`src/rtl/i2c_irq_status.sv`:
```
module i2c_irq_status #(
  parameter int DATA_W = 16,
  parameter int SEL_W  = 2,
  parameter int FREQ_W = 6
) (
  input  logic              clk,
  input  logic              rst_n,
  input  logic              set_start,
  input  logic              set_addr,
  input  logic              set_btf,
  input  logic              set_rxne,
  input  logic              set_txe,
  input  logic              set_berr,
  input  logic              set_arlo,
  input  logic              set_nack,
  input  logic              reg_rd,
  input  logic              reg_wr,
  input  logic [SEL_W-1:0]  reg_sel,
  input  logic [DATA_W-1:0] wr_data,
  output logic [DATA_W-1:0] rd_data,
  output logic              irq_evt,
  output logic              irq_err
);

  localparam logic [SEL_W-1:0] SEL_CTRL = SEL_W'(0);
  localparam logic [SEL_W-1:0] SEL_ST1  = SEL_W'(1);
  localparam logic [SEL_W-1:0] SEL_ST2  = SEL_W'(2);
  localparam logic [SEL_W-1:0] SEL_DAT  = SEL_W'(3);

  localparam int B_ERREN = 8;
  localparam int B_EVTEN = 9;
  localparam int B_BUFEN = 10;

  localparam int B_SB   = 0;
  localparam int B_ADDR = 1;
  localparam int B_BTF  = 2;
  localparam int B_RXNE = 6;
  localparam int B_TXE  = 7;
  localparam int N_ERR  = 3;
  localparam int B_ERR0 = 8;

  logic              rd_st1, rd_st2, rd_dat, wr_ctl, wr_st1, wr_dat;
  logic [FREQ_W-1:0] freq_q;
  logic              erren_q, evten_q, bufen_q;
  logic              sb_q, sb_arm_q, addr_q, addr_arm_q, btf_q, rxne_q, txe_q;
  logic [N_ERR-1:0]  err_q;
  logic [N_ERR-1:0]  err_set;
  logic [DATA_W-1:0] ctrl_view, sr1_view;

  assign rd_st1 = reg_rd && reg_sel == SEL_ST1;
  assign rd_st2 = reg_rd && reg_sel == SEL_ST2;
  assign rd_dat = reg_rd && reg_sel == SEL_DAT;
  assign wr_ctl = reg_wr && reg_sel == SEL_CTRL;
  assign wr_st1 = reg_wr && reg_sel == SEL_ST1;
  assign wr_dat = reg_wr && reg_sel == SEL_DAT;

  assign err_set = {set_nack, set_arlo, set_berr};

  always_ff @(posedge clk or negedge rst_n) begin
    if (!rst_n) begin
      freq_q  <= '0;
      erren_q <= 1'b0;
      evten_q <= 1'b0;
      bufen_q <= 1'b0;
    end else if (wr_ctl) begin
      freq_q  <= wr_data[FREQ_W-1:0];
      erren_q <= wr_data[B_ERREN];
      evten_q <= wr_data[B_EVTEN];
      bufen_q <= wr_data[B_BUFEN];
    end
  end

  always_ff @(posedge clk or negedge rst_n) begin
    if (!rst_n) begin
      sb_q     <= 1'b0;
      sb_arm_q <= 1'b0;
    end else if (set_start) begin
      sb_q     <= 1'b1;
      sb_arm_q <= 1'b0;
    end else if (sb_arm_q && wr_dat) begin
      sb_q     <= 1'b0;
      sb_arm_q <= 1'b0;
    end else if (rd_st1 && sb_q) begin
      sb_arm_q <= 1'b1;
    end
  end

  always_ff @(posedge clk or negedge rst_n) begin
    if (!rst_n) begin
      addr_q     <= 1'b0;
      addr_arm_q <= 1'b0;
    end else if (set_addr) begin
      addr_q     <= 1'b1;
      addr_arm_q <= 1'b0;
    end else if (addr_arm_q && rd_st2) begin
      addr_q     <= 1'b0;
      addr_arm_q <= 1'b0;
    end else if (rd_st1 && addr_q) begin
      addr_arm_q <= 1'b1;
    end
  end

  always_ff @(posedge clk or negedge rst_n) begin
    if (!rst_n) begin
      btf_q  <= 1'b0;
      rxne_q <= 1'b0;
      txe_q  <= 1'b0;
    end else begin
      if (set_btf)                btf_q  <= 1'b1;
      else if (rd_dat || wr_dat)  btf_q  <= 1'b0;
      if (set_rxne)               rxne_q <= 1'b1;
      else if (rd_dat)            rxne_q <= 1'b0;
      if (set_txe)                txe_q  <= 1'b1;
      else if (wr_dat)            txe_q  <= 1'b0;
    end
  end

  for (genvar i = 0; i < N_ERR; i++) begin : g_err
    always_ff @(posedge clk or negedge rst_n) begin
      if (!rst_n)                             err_q[i] <= 1'b0;
      else if (err_set[i])                    err_q[i] <= 1'b1;
      else if (wr_st1 && !wr_data[B_ERR0+i])  err_q[i] <= 1'b0;
    end
  end

  always_comb begin
    ctrl_view                         = '0;
    ctrl_view[FREQ_W-1:0]             = freq_q;
    ctrl_view[B_ERREN]                = erren_q;
    ctrl_view[B_EVTEN]                = evten_q;
    ctrl_view[B_BUFEN]                = bufen_q;
    sr1_view                          = '0;
    sr1_view[B_SB]                    = sb_q;
    sr1_view[B_ADDR]                  = addr_q;
    sr1_view[B_BTF]                   = btf_q;
    sr1_view[B_RXNE]                  = rxne_q;
    sr1_view[B_TXE]                   = txe_q;
    sr1_view[B_ERR0+N_ERR-1:B_ERR0]   = err_q;
  end

  always_comb begin
    case (reg_sel)
      SEL_CTRL: rd_data = ctrl_view;
      SEL_ST1:  rd_data = sr1_view;
      default:  rd_data = '0;
    endcase
  end

  assign irq_evt = evten_q && (sb_q || addr_q || btf_q || (bufen_q && (rxne_q || txe_q)));
  assign irq_err = erren_q && (|err_q);

endmodule

```
`config.mk`:
```
export PLATFORM = sky130hd
export DESIGN_NAME = i2c_irq_status
export DESIGN_NICKNAME = d
export VERILOG_FILES = /design/src/rtl/i2c_irq_status.sv
export SDC_FILE = /design/constraint.sdc
export NUM_CORES = 1
export LEC_CHECK = 0
export BUFFER_PORTS_ARGS = -buffer_cell sky130_fd_sc_hd__buf_2
export CORE_MARGIN = 10
export CORE_UTILIZATION = 35
export CTS_BUF_LIST = sky130_fd_sc_hd__clkbuf_16
export CTS_CLUSTER_SIZE = 12
export DETAILED_ROUTE_END_ITERATION = 8
export PLACE_DENSITY_LB_ADDON = 0.12
export SETUP_SLACK_MARGIN = 0.15
export SLEW_MARGIN = 10
export SYNTH_ARGS = -nofsm -noshare
export SYNTH_HDL_FRONTEND = slang
export SYNTH_SLANG_ARGS = --single-unit
```
`constraint.sdc`:
```
create_clock -name clk -period 0.85 [get_ports clk]
set_input_delay 0.0425 -clock clk [delete_from_list [all_inputs] [get_ports clk]]
set_output_delay 0.0425 -clock clk [all_outputs]
set_load 0.005 [all_outputs]
```
==> impl_results.md <==
* Outcome: finished, violations left
* Failing checks: hold timing, setup timing
* Max Cap Viol at 0
* Worst-Skew Late Latency at 0.25 ns
* Area share of and/or/nand/nor cells after synthesis at 0.146
* Router iterations before antenna repair at 3
* Most frequent cells in the layout: buf_2, dfrtp_1, buf_4
* Clk pin slew, worst setup/hold paths at 0.06 ns
* Min Hold Slack at -0.0304 ns
* Main combinational cell family by area after synthesis: multiplexers
* First-pass GRT wire length at 4440 um
* Compound-gate portion of the synthesized area at 0.129
* Top Ports at 48
* Syn Inst Count at 86
* CP Max Fanout at 3
* Htree depth at 1
* # setup viols final at 18
* PnR worst setup slack at -0.246 ns
* Clock Tree Buf Depth at 2
* PortBufs at 35
* Fin. Hold Viols at 3
* Die area at 5470 sq um
* Num CTS Buffers at 3
* Max reg flops at 6
* CP Class: register to output pin
* Reg power frac at 0.404
* Mux cell area share after synthesis at 0.158
* 1st-iter DRT viols at 17
* Sequential-to-total area share from yosys stat at 0.467
* Initial antenna violation count at 0
* Top Registers: freq_q x6, err_q x3
* RSZ-0062 raised after global routing: true
* Share of cells above drive strength 1 at 0.521
* Total Neg Setup Slack at -2.47 ns
* Int Pwr at 2.01 mW
* NetSw at 0.641 mW
* Die X at 73.9 um
* Overall routing resource usage at 0.103
* CTS tree: done
* Flip-flop and latch area at 475 sq um
* Critical Path AT at 1.05 ns
* Sw Ratio at 0.242
* XOR/XNOR share of the synthesized area at 0
* Post-detail-place hpwl at 2060 um
* RD Place Congestion at 0.731
* Commonest non-fill, non-tap cell in the layout: buf_2
* PD cells at 1710 nW/um^2
* Hold-fix buffers, CTS at 7
* Yosys reg bits at 19
* Final Util at 0.557
* Vias in the first global route at 963
* Clock sink count at 19
* Starting density of the core at 0.366
* Chip Height at 73.9 um
* Vias/cell at 4.87
* F_max at 0.912 GHz
* Yosys cell types at 26
* Total congestion overflow at 0
* DP Worst Slack at -0.172 ns
* Fin crit share at 1.29
* Final ANT Viol Nets at 0
* Clock Power Share at 0.375
* WL/cell at 15.6 um
* Mapped Avg Cell Area at 11.8 sq um
* Core footprint at 2780 sq um
* N_diodes at 0
* Power Total at 2.65 mW
* Gate power share at 0.221
* Worst ir drop on vdd at 1.49 mV
* Routed WL at 2760 um
* Required @ worst endpoint at 0.81 ns
* Critical Path Start Type: register
* Vias at 862
* Slew Limit Fails at 0
* Largest net degree at the start of global routing at 20
* Clock root buffer: clkbuf_16
* Path type of the worst min-delay path: input port to register
* Yosys Warn Count at 0
* Area of the multi-input gates at 517 sq um
* Endpoint type of the worst setup path: output pin
* FILL cells at 256
* Setup Skew at 0.00501 ns
* Largest register by flop count: freq_q
* Drt drc at 0
* Post-layout nets at 177
* Leak at 0.752 nW
* Rows at 19
* Area grow syn2layout at 52.1%
* Final min period at 1.10 ns
* Synth Area in Adders at 0
* Cell Area, Synth at 1020 sq um
## power by group through the flow
| stage | registers [mW] | clock network [mW] | logic (mW) |
|---|---|---|---|
| 6_report | 1.07 | 0.993 | 0.585 |
| 5_1_grt | 1.08 | 1.08 | 0.646 |
| 4_1_cts | 1.07 | 1.02 | 0.525 |
| 3_5_place_dp | 1.08 | 0 | 0.458 |
| 3_3_place_gp | 1.08 | 0 | 0.451 |
| 2_1_floorplan | 1.06 | 0 | 0.276 |
## synth_stat cells
master     number  share of area
mux2_2          9           0.10
inv_1           3          0.011
nor3_1          1         0.0049
conb_1          1         0.0037
o21bai_1        1         0.0074
dfrtp_1        19           0.47
nand3_1         1         0.0049
and3_2          1         0.0074
and2_1          3          0.018
nand4_1         1         0.0061
mux2i_1         6          0.059
nand4b_1        1         0.0086
a2111oi_2       2          0.029
o21ai_0         1         0.0049
nor2_1          7          0.026
o211ai_1        1         0.0074
a21o_1          7          0.052
nor3b_2         1          0.012
buf_4           7          0.052
buf_6           3          0.033
a21boi_0        1         0.0074
and3b_1         2          0.017
nor3b_1         1         0.0074
nand4bb_1       3          0.033
o31a_1          1         0.0086
a31oi_1         2          0.012
## logic make-up (layout without fill, tap and decap cells)
group	count (synthesis)	in the layout
AND/OR/NAND/NOR	22	22
AO/OA/AOI/OAI	16	16
multiplexers	15	15
other	1	5
buffers and inverters	13	69
flip-flops	19	19
## metal layers
metal,GRT usage,vias up,wire (um)
met4,0.0373,0,31
met1,0.110,417,1160
met5,0,-,0
li1,-,416,-
met2,0.173,25,1330
met3,0.0479,4,235
## cell type report
class | instances | share of cell area
clock buffer | 3 | 0.0485
inverter | 3 | 0.00727
tap | 31 | 0.0250
multi-input combinational | 58 | 0.334
sequential | 19 | 0.307
clock inverter | 1 | 0.00485
timing repair buffer | 62 | 0.274
## critical path, stage by stage (launching register included)
cell     delay [ns]
dfrtp_1        0.39
o31a_1         0.29
buf_2          0.12
## final timing paths
| check | cells past startpoint | to | start | slack, ns |
|---|---|---|---|---|
| max in group asynchronous | 2 | txe_q | rst_n | 0.28 |
| min in group asynchronous | 2 | freq_q[5] | rst_n | 0.26 |
| min reg2reg | 1 | freq_q[4] | freq_q[4] | 0.50 |
| min | 2 | addr_arm_q | set_addr | -0.03 |
| max reg2reg | 4 | addr_arm_q | addr_q | -0.15 |
| max | 2 | irq_err | err_q[0] | -0.25 |
## through the flow
stage          cell area, sq um  cells
2_1_floorplan              1050     90
3_3_place_gp               1260    158
3_5_place_dp               1260    158
4_1_cts                    1480    171
5_1_grt                    1550    177
6_report                   1550    177
## what timing repair did
action | in CTS | in global routing
buffers inserted | 2 | 6
endpoints found under the hold margin | 28 | 2
resized for setup | 13 | 8
setup endpoints to repair | 27 | 30
pin swaps | 4 | 2
gates cloned | 0 | 0
Note: power is estimated with default switching activity, not from simulation.
